File: src/rtl/tref_pkg.sv
package tref_pkg;

    // Result of looking at one complete window of words
    typedef struct packed {
        logic hit;     // full preamble followed by a fourth word
        logic line_end; // fourth word flags end of active video
    } tref_hit_t;

    localparam tref_hit_t TREF_NO_HIT = '{hit: 1'b0, line_end: 1'b0};

endpackage

File: src/rtl/tref_delay.sv
module tref_delay #(
    parameter int W   = 10,
    parameter int LAG = 3
) (
    input  logic                 clk,
    input  logic                 rst,
    input  logic [W-1:0]         din,
    output logic [LAG-1:0][W-1:0] taps,
    output logic [W-1:0]         dout
);
    localparam int DEPTH = LAG + 1;

    typedef struct packed {
        logic [DEPTH-1:0][W-1:0] stage;
    } dly_state_t;

    dly_state_t st_d, st_q;

    always_comb begin
        st_d = st_q;
        if (rst) begin
            st_d.stage = '0;
        end else begin
            st_d.stage[0] = din;
            for (int i = 1; i < DEPTH; i++) begin
                st_d.stage[i] = st_q.stage[i-1];
            end
        end
    end

    always_ff @(posedge clk) begin
        st_q <= st_d;
    end

    for (genvar g = 0; g < LAG; g++) begin : g_tap
        assign taps[g] = st_q.stage[g];
    end

    assign dout = st_q.stage[DEPTH-1];

endmodule

File: src/rtl/tref_match.sv
module tref_match
    import tref_pkg::*;
#(
    parameter int W     = 10,
    parameter int CMP_W = 8,
    parameter int LAG   = 3,
    parameter int H_BIT = 6
) (
    input  logic [W-1:0]          newest,
    input  logic [LAG-1:0][W-1:0] older,
    input  logic                  narrow_sel,
    output tref_hit_t             result
);
    localparam logic [W-1:0] NARROW_MASK = {{CMP_W{1'b1}}, {(W-CMP_W){1'b0}}};
    localparam logic [W-1:0] FULL_MASK   = '1;

    logic [W-1:0]   mask;
    logic [LAG-1:0] word_ok;

    assign mask = narrow_sel ? NARROW_MASK : FULL_MASK;

    // older[LAG-1] must be all ones, every younger preamble word all zeros
    for (genvar g = 0; g < LAG; g++) begin : g_cmp
        if (g == LAG - 1) begin : g_ones
            assign word_ok[g] = ((older[g] ^ FULL_MASK) & mask) == '0;
        end else begin : g_zero
            assign word_ok[g] = (older[g] & mask) == '0;
        end
    end

    always_comb begin
        result          = TREF_NO_HIT;
        result.hit      = &word_ok;
        result.line_end = (&word_ok) & newest[H_BIT];
    end

endmodule

File: src/rtl/tref_flags.sv
module tref_flags
    import tref_pkg::*;
#(
    parameter int LAG = 3
) (
    input  logic      clk,
    input  logic      rst,
    input  tref_hit_t cur,
    input  logic      composite_sel,
    output logic      ref_flag_n,
    output logic      eav_flag_n
);
    typedef struct packed {
        tref_hit_t [LAG-1:0] seen;  // seen[i]: window result i+1 edges ago
        logic                ref_n;
        logic                eav_n;
    } flg_state_t;

    flg_state_t st_d, st_q;
    logic       any_recent;

    always_comb begin
        any_recent = cur.hit;
        for (int i = 0; i < LAG; i++) begin
            any_recent = any_recent | st_q.seen[i].hit;
        end
    end

    always_comb begin
        st_d = st_q;
        if (rst) begin
            st_d.seen  = '0;
            st_d.ref_n = 1'b1;
            st_d.eav_n = 1'b1;
        end else begin
            st_d.seen[0] = cur;
            for (int i = 1; i < LAG; i++) begin
                st_d.seen[i] = st_q.seen[i-1];
            end
            st_d.ref_n = ~any_recent;
            st_d.eav_n = ~(st_q.seen[LAG-1].hit & st_q.seen[LAG-1].line_end
                           & ~composite_sel);
        end
    end

    always_ff @(posedge clk) begin
        st_q <= st_d;
    end

    assign ref_flag_n = st_q.ref_n;
    assign eav_flag_n = st_q.eav_n;

endmodule

File: src/rtl/tref_flag_gen.sv
module tref_flag_gen
    import tref_pkg::*;
#(
    parameter int WORD_W = 10,
    parameter int CMP_W  = 8,
    parameter int LAG    = 3,
    parameter int H_BIT  = 6
) (
    input  logic              clk,
    input  logic              rst,
    input  logic [WORD_W-1:0] vid_in,
    input  logic              composite_sel,
    input  logic              narrow_sel,
    output logic [WORD_W-1:0] vid_out,
    output logic              ref_flag_n,
    output logic              eav_flag_n
);
    logic [LAG-1:0][WORD_W-1:0] hist;
    tref_hit_t                  win_res;

    tref_delay #(.W(WORD_W), .LAG(LAG)) u_delay (
        .clk  (clk),
        .rst  (rst),
        .din  (vid_in),
        .taps (hist),
        .dout (vid_out)
    );

    tref_match #(.W(WORD_W), .CMP_W(CMP_W), .LAG(LAG), .H_BIT(H_BIT)) u_match (
        .newest     (vid_in),
        .older      (hist),
        .narrow_sel (narrow_sel),
        .result     (win_res)
    );

    tref_flags #(.LAG(LAG)) u_flags (
        .clk           (clk),
        .rst           (rst),
        .cur           (win_res),
        .composite_sel (composite_sel),
        .ref_flag_n    (ref_flag_n),
        .eav_flag_n    (eav_flag_n)
    );

endmodule

File: config.mk
export PLATFORM = sky130hd
export DESIGN_NAME = tref_flag_gen
export DESIGN_NICKNAME = d
export VERILOG_FILES = /design/src/rtl/tref_pkg.sv /design/src/rtl/tref_delay.sv /design/src/rtl/tref_match.sv /design/src/rtl/tref_flags.sv /design/src/rtl/tref_flag_gen.sv
export SDC_FILE = /design/constraint.sdc
export NUM_CORES = 1
export LEC_CHECK = 0
export CAP_MARGIN = 20
export CORE_ASPECT_RATIO = 1.1
export CORE_UTILIZATION = 35
export DETAILED_ROUTE_END_ITERATION = 10
export PLACE_DENSITY = 0.58
export SETUP_SLACK_MARGIN = 0.15
export SLEW_MARGIN = 20
export SYNTH_ARGS = -nofsm -noshare
export SYNTH_HDL_FRONTEND = slang
export SYNTH_SLANG_ARGS = --single-unit
File: constraint.sdc
create_clock -name clk -period 2.7 [get_ports clk]
set_input_delay 0.54 -clock clk [delete_from_list [all_inputs] [get_ports clk]]
set_output_delay 0.54 -clock clk [all_outputs]
set_load 0.01 [all_outputs]
---- Yosys cells after proc, flatten, opt, wreduce, memory -nomap -nowiden ----
Cells that the tools add are included.
Widths: inputs -> output; s select.
word-level totals
  flip-flop bits (word level) ............. 48
  latch bits .............................. 0
  bits in writable memories ............... 0
  ROM bits ................................ 0
  bits of input ports ..................... 14
  output and inout port bits .............. 12
  memories ................................ 0
cells by class
  add/subtract/negate cells ............... 0
  multiply operators ...................... 0
  divide/modulo/power cells ............... 0
  magnitude comparators ................... 0
  equality and inequality tests ........... 0
  shifts and indexed selects .............. 0
  muxes and demuxes ....................... 1
  bitwise gates (word level) .............. 13
  reductions and logical operators ........ 4
operator list
  cell              count
  $and 10x10->10    3
  $logic_not 10->1  3
  $not 10->10       1
  $and 1x1->1       3
  $not 1->1         3
  $or 1x1->1        3
  $reduce_and 3->1  1
  $mux 2            1

---- Logic depth before layout (Yosys ltp) ----
Gate-level depths: netlist of run 1.
  depth in word-level cells ............... 8
  mapped depth ............................ 3
  mapped depth without buffers ............ 3

---- Modules after synthesis ----
A second synthesis of run 1 with hierarchy kept.
second synthesis, totals
  cell total of the unflattened synthesis .. 115
  area, all modules ....................... 1490.2 um^2
by module, submodules not included
  module      times used  cells each  area each (um^2)  seq. area each (um^2)
  tref_delay  1           84          1156.1            800.8
  tref_flags  1           18          226.5             160.2
  tref_match  1           13          107.6             0.0

---- Least setup slack after synthesis of run 1 ----
No wires, ideal clock.
  path type ............................... register -> register
  start point ............................. reg u_delay.st_q, in the netlist u_delay.taps[2]
  end point ............................... reg u_flags.st_q, in the netlist u_flags.ref_flag_n
  library setup time ...................... 0.122 ns
  arrival time ............................ 1.287 ns
  slack ................................... 1.291 ns
  cell stages (with the launch flop) ...... 4
  period minus slack after synthesis ...... 1.409 ns
  cells stage by stage .................... dfxtp_1 nand4bb_1 or4_4 o32a_1
on the way
  word-level cells in the longest chain between the ends .. 7
ends and longest elaborated chain
  item                     RTL line          source
  from (decl)              tref_delay.sv:17  dly_state_t st_d, st_q;
  from (signal assigned)   tref_delay.sv:32  st_q <= st_d;
  $and 10x10->10           tref_match.sv:27  assign word_ok[g] = (older[g] & mask) == '0;
  $logic_not 10->1         tref_match.sv:27
  $reduce_and 3->1         tref_match.sv:33  result.hit = &word_ok;
  $or 1x1->1 (3 in a row)  tref_flags.sv:25  any_recent = any_recent | st_q.seen[i].hit;
  $not 1->1                tref_flags.sv:40  st_d.ref_n = ~any_recent;
  to (signal assigned)     tref_flags.sv:47  st_q <= st_d;
  to (decl)                tref_flags.sv:19  flg_state_t st_d, st_q;
No other way between the ends.
A chain may end at the register's enable or synchronous reset.

---- Final worst setup path of run 1 ----
  start point ............................. reg u_delay.st_q, in the netlist u_delay.dout[6]
  end point ............................... out vid_out[6]
RTL lines
  item       RTL line             source
  to (decl)  tref_flag_gen.sv:14  output logic [WORD_W-1:0] vid_out,
No word-level cell between the ends.

==> metrics.txt, run 1 <==
Critical R2R Launch u_delay.taps[2]; CP max stage cell clkdlybuf4s50_1; Synth Area in Compound Gates 1.37%; initial antenna violation count 0; antenna fix cells 0; Clock Latency Late Sink approximately 300 ps; die width 61.6 um; dpl ws just over 900 ps; Fillers 373; DRT met1 WL 889 um; Synth top area share 70.3%; most common cell in the netlist dfxtp_1; cell taking the most area after synthesis dfxtp_1; Cells after Synth 113; via/cell ratio around 4.0; Worst Path Required 2160 ps; CTS buffer count 5; Worst setup EP type output pin; part of the Yosys area used for sequential elements a little over two thirds; Final GP Congestion 0.685; die area 0.00416 mm^2; Max clock buf depth 2; global-route wire length before repair about 3100 um; CP max FO 1; mux contribution to synthesized area 0%; main area contributors after synthesis dfxtp_1 70%, nor2b_1 20%, nor4_1 1.4%, clkbuf_1 1.1%, nand4bb_1 0.82%; Setup Skew 7.40 ps; simple-gate share of the synthesized area between 20% and 30%; vias in the first global route 707; final setup margin 1010 ps; htree depth 2; crit path cell chain clkdlybuf4s50_1; nets@finish 156; row cnt 23; hold_sp u_flags.st_q[6]; largest family of logic cells by synthesized area simple AND/OR/NAND/NOR gates; warnings from Yosys 0; # DRC 0; largest net degree at the start of global routing 46; area delta synth->final 30.2%; Post-synth top flop dfxtp_1; WP data arrival around 1200 ps; grt ovf 0; final wirelength 1900 um; Slew @ Worst Pin 419 ps; met3 wire len 126 um; EDFF count, synth 0; Worst path max stage delay 530 ps; CTS tree done; Setup Buffers After CTS 0; post-cts gate resize count 0; critical path buffer and inverter count 1; core area between 0.003 and 0.004 mm^2; Hold/Removal Path Class reg2reg; die height 67.6 um; Worst setup startpoint u_delay.dout[6]; antenna viol nets, final 0; Max Cap Viol 0; layout cell share with drive strength beyond 1 under 10%; Iter 0 DRT Violations 16; via count 776; hold_buf cts 0; Cell variety after synth 16; Setup TNS Final 0 ps; Tmin final 1690 ps; area of the multi-input gates 392 um^2; maximum vdd drop 313 uV; power per cell area 721 mW/mm^2; Clock transition at path regs 80 ps; clk sinks 48; xor and xnor area share after synthesis 0%; RSZ-0062 raised after global routing no; status finished, final reports clean; critical path's top delay family buffers and inverters; Reg area a little under 0.001 mm^2; Final setup viols 0; top achievable clock speed 591 MHz; highest metal used met4; fin crit share a little over three fifths; number of buffers added on ports 25; adder-cell share of the synthesized area 0%; Final Slew Violations 0; synthesized net count between 100 and 150; synthesized area 0.00137 mm^2; most common library cells after synthesis 48 x dfxtp_1, 43 x nor2b_1, 4 x clkbuf_1; Static Leak 0.661 nW; Worst Path Class, Setup reg2out; clock root cell clkbuf_8; DRT Pass-1 Iters 4; final hold vios 0; Finished Core Util 48.3%; Starting Density 37.1%; Total GRT Usage 11.4%; #FFs+latches synth 48; nature of the critical path startpoint flop; Async SR Flop Fraction 0%; Post-Syn Area per Cell 12.1 um^2; I/O pin count 26; wire per inst 9.84 um; Design Power 1.28 mW; WL met2 837 um; Slew headroom 72.1%
-- final cells by class --
type / count / share of cell area, %
clock buffer: 6 / 4.08
clock inverter: 2 / 1.97
multi-input combinational: 61 / 22.0
sequential: 48 / 54.0
tap: 50 / 3.51
timing repair buffer: 26 / 14.5
-- cells by family (layout without fill, tap and decap cells) --
family	Yosys count	count (layout)
AND/OR/NAND/NOR	59	59
flip-flops	48	48
buffers and inverters	4	34
AO/OA/AOI/OAI	2	2
-- final timing paths --
kind | endpoint | slack, ps | depth (start not counted)
worst max-delay path | vid_out[6] | 1010 | 1
worst max register to register | u_flags.ref_flag_n | 1180 | 3
worst min register to register | u_flags.eav_flag_n | 400 | 1
worst min-delay path | u_flags.eav_flag_n | 400 | 1
-- per-stage QoR --
step | area (um^2) | std cells | hold slack (ps)
after floorplan | 1370 | 113 | 366
after global placement | 1670 | 185 | 372
after detailed placement | 1670 | 185 | 383
after CTS | 1780 | 193 | 402
after global routing | 1780 | 193 | 420
final | 1780 | 193 | 396
-- power breakdown --
group | total (mW) | leakage [nW] | switching, mW | internal [mW]
Combinational | 0.0558 | 0.214 | 0.0202 | 0.0356
Sequential | 0.736 | 0.392 | 0.00821 | 0.728
Clock | 0.492 | 0.0552 | 0.218 | 0.275
-- registers in the layout (all words and copies together), names as in the netlist --
name,cells
u_flags.st_q,6
u_flags.ref_flag_n,1
u_delay.dout,10
u_delay.taps,30
u_flags.eav_flag_n,1
-- cells in the final DEF (no fill, tap or decap), drive strengths merged --
master and count:
dfxtp 48, nor2b 44, clkdlybuf4s50 25, clkbuf 6, nor2 3, nor4 3, nor3 2, nand3 1
nand4 1, nand4bb 1, nand4b 1, nand2 1, or4 1, a41oi 1, o32a 1, nor4b 1
clkinv 1, bufinv 1, buf 1
-- metal layers --
layer / track usage, % / vias to the layer above
li1: - / 422
met1: 12.4 / 328
met2: 16.5 / 20
met3: 7.09 / 6
met4: 6.67 / 0
met5: 0 / -
(Power assumes the default switching activity.)
==> run 2: changes to the inputs <==
Clock period 2.7 ns to 1.65 ns, I/O delays scaled along.
==> run 2 against run 1 <==
Compared with the run above:
- register-to-register slack worse by 990 ps
- worst setup slack got worse by 820 ps
- count of clock-buffer cells in the layout increased by 1
- global-route usage grew 0.17 points
- design area rose by 1.1%
- sequential power up 63%
- via count is 2.8% higher
- critical endpoint is now u_flags.ref_flag_n
- largest cell class unchanged
- highest routed layer unchanged
==> metrics.txt, run 2 (same netlist as run 1, synthesis figures left out) <==
largest net degree at the start of global routing 46 (unchanged); wire per inst 9.90 um (+0.57%); Slew @ Worst Pin 430 ps (+11.1 ps); Clock transition at path regs 80 ps (about the same); die area 0.00416 mm^2 (unchanged); initial antenna violation count 0 (unchanged); htree depth 2 (unchanged); via/cell ratio 4.16 (+3.4%); Final Slew Violations 0 (unchanged); hold_buf cts 0 (unchanged); I/O pin count 26 (unchanged); post-cts gate resize count 0 (unchanged); die width 61.6 um (unchanged); area delta synth->final 31.6%; DRT Pass-1 Iters 3 (-1); Clock Latency Late Sink 290 ps (about the same); die height 67.6 um (unchanged); Final GP Congestion 0.731 (+6.7%); Worst setup EP type flop; Max Cap Viol 0 (unchanged); vias in the first global route 735 (+4.0%); Worst Path Class, Setup reg2reg; layout cell share with drive strength beyond 1 7.04% (+0.049 points); maximum vdd drop 553 uV (+76%); antenna fix cells 0 (unchanged); Hold/Removal Path Class reg2reg; CTS buffer count 5 (unchanged); antenna viol nets, final 0 (unchanged); Total GRT Usage 11.5% (+0.17 points); RSZ-0062 raised after global routing yes; Setup TNS Final 0 ps (unchanged); final hold vios 0 (unchanged); max reg flops 30 (unchanged); Post-Place Cells 185 (unchanged); nets@finish 156 (unchanged); Setup Skew 3.57 ps (-3.83 ps); CTS tree done; power per cell area 1120 mW/mm^2 (+55%); Slew headroom 71.3% (-0.74 points); Static Leak 0.837 nW (+27%); grt ovf 0 (unchanged); Iter 0 DRT Violations 12 (-4); status finished, final reports clean; WP data arrival 1640 ps (+490 ps); Max clock buf depth 2 (unchanged); CP max FO 3 (+2); core area 0.00368 mm^2 (unchanged); final wirelength 1900 um (about the same); Tmin final roughly 1500 ps; clk sinks 48 (unchanged); row cnt 23 (unchanged); # DRC 0 (unchanged); via count 798 (+2.8%); most common cell after layout, fill and taps aside dfxtp_1; global-route wire length before repair 3280 um (+4.2%); Final setup viols 0 (unchanged); number of buffers added on ports 25 (unchanged); top achievable clock speed 683 MHz; fin crit share 88.7%; nature of the critical path startpoint flop; placed inst area 0.00167 mm^2 (unchanged); Setup Buffers After CTS 0 (unchanged); clock root cell clkbuf_8; fin area 0.00180 mm^2 (+1.1%); Finished Layout Cells 192 (-0.52%); Worst Path Required 1830 ps (-330 ps); Starting Density 37.1% (unchanged); most frequent cells in the layout 48 x dfxtp_1, 43 x nor2b_1, 13 x clkdlybuf4s50_1, 12 x dlymetal6s2s_1, 7 x clkbuf_8
## run 2: final timing paths
kind,start,end,slack [ps],cells past startpoint
max,u_delay.taps[19],u_flags.ref_flag_n,190,3
min,u_flags.st_q[6],u_flags.eav_flag_n,400,1
max reg2reg,u_delay.taps[19],u_flags.ref_flag_n,190,3
min reg2reg,u_flags.st_q[6],u_flags.eav_flag_n,400,1
## run 2: cell type report
cell class                      count  area, um^2
Fill cell                         369        1880
Timing Repair Buffer               26         288
Clock buffer                        7        96.3
Sequential cell                    48         961
Tap cell                           50        62.6
Multi-Input combinational cell     61         392
## run 2: layer usage
metal / vias to the layer above / GRT usage [%] / wire length, um
met1: 352 / 13.6 / 877
met3: 5 / 6.32 / 124
met5: - / 0 / 0
met2: 19 / 16.3 / 850
met4: 0 / 6.67 / 46
li1: 422 / - / -
## run 2: power by group
part / internal [mW] / leakage, nW / switching [mW] / total [mW]
logic: 0.0572 / 0.394 / 0.0336 / 0.0908
clock network: 0.373 / 0.0503 / 0.340 / 0.713
registers: 1.19 / 0.392 / 0.0124 / 1.20
## run 2: per-stage QoR
step	utilization (%)	power (mW)	setup WS (ps)	hold WS (ps)
CTS	48.0	2.04	160	406
floorplan	-	1.27	241	366
detailed placement	45.4	1.32	68.6	387
finish	48.8	2.01	187	398
global placement	45.4	1.32	121	371
global route	48.8	2.11	144	412
## run 2: worst max-delay path, stage by stage, from the launching register on
cell and delay, ps:
dfxtp_1 310, nand4b_1 190, or4_4 520, o32a_1 340
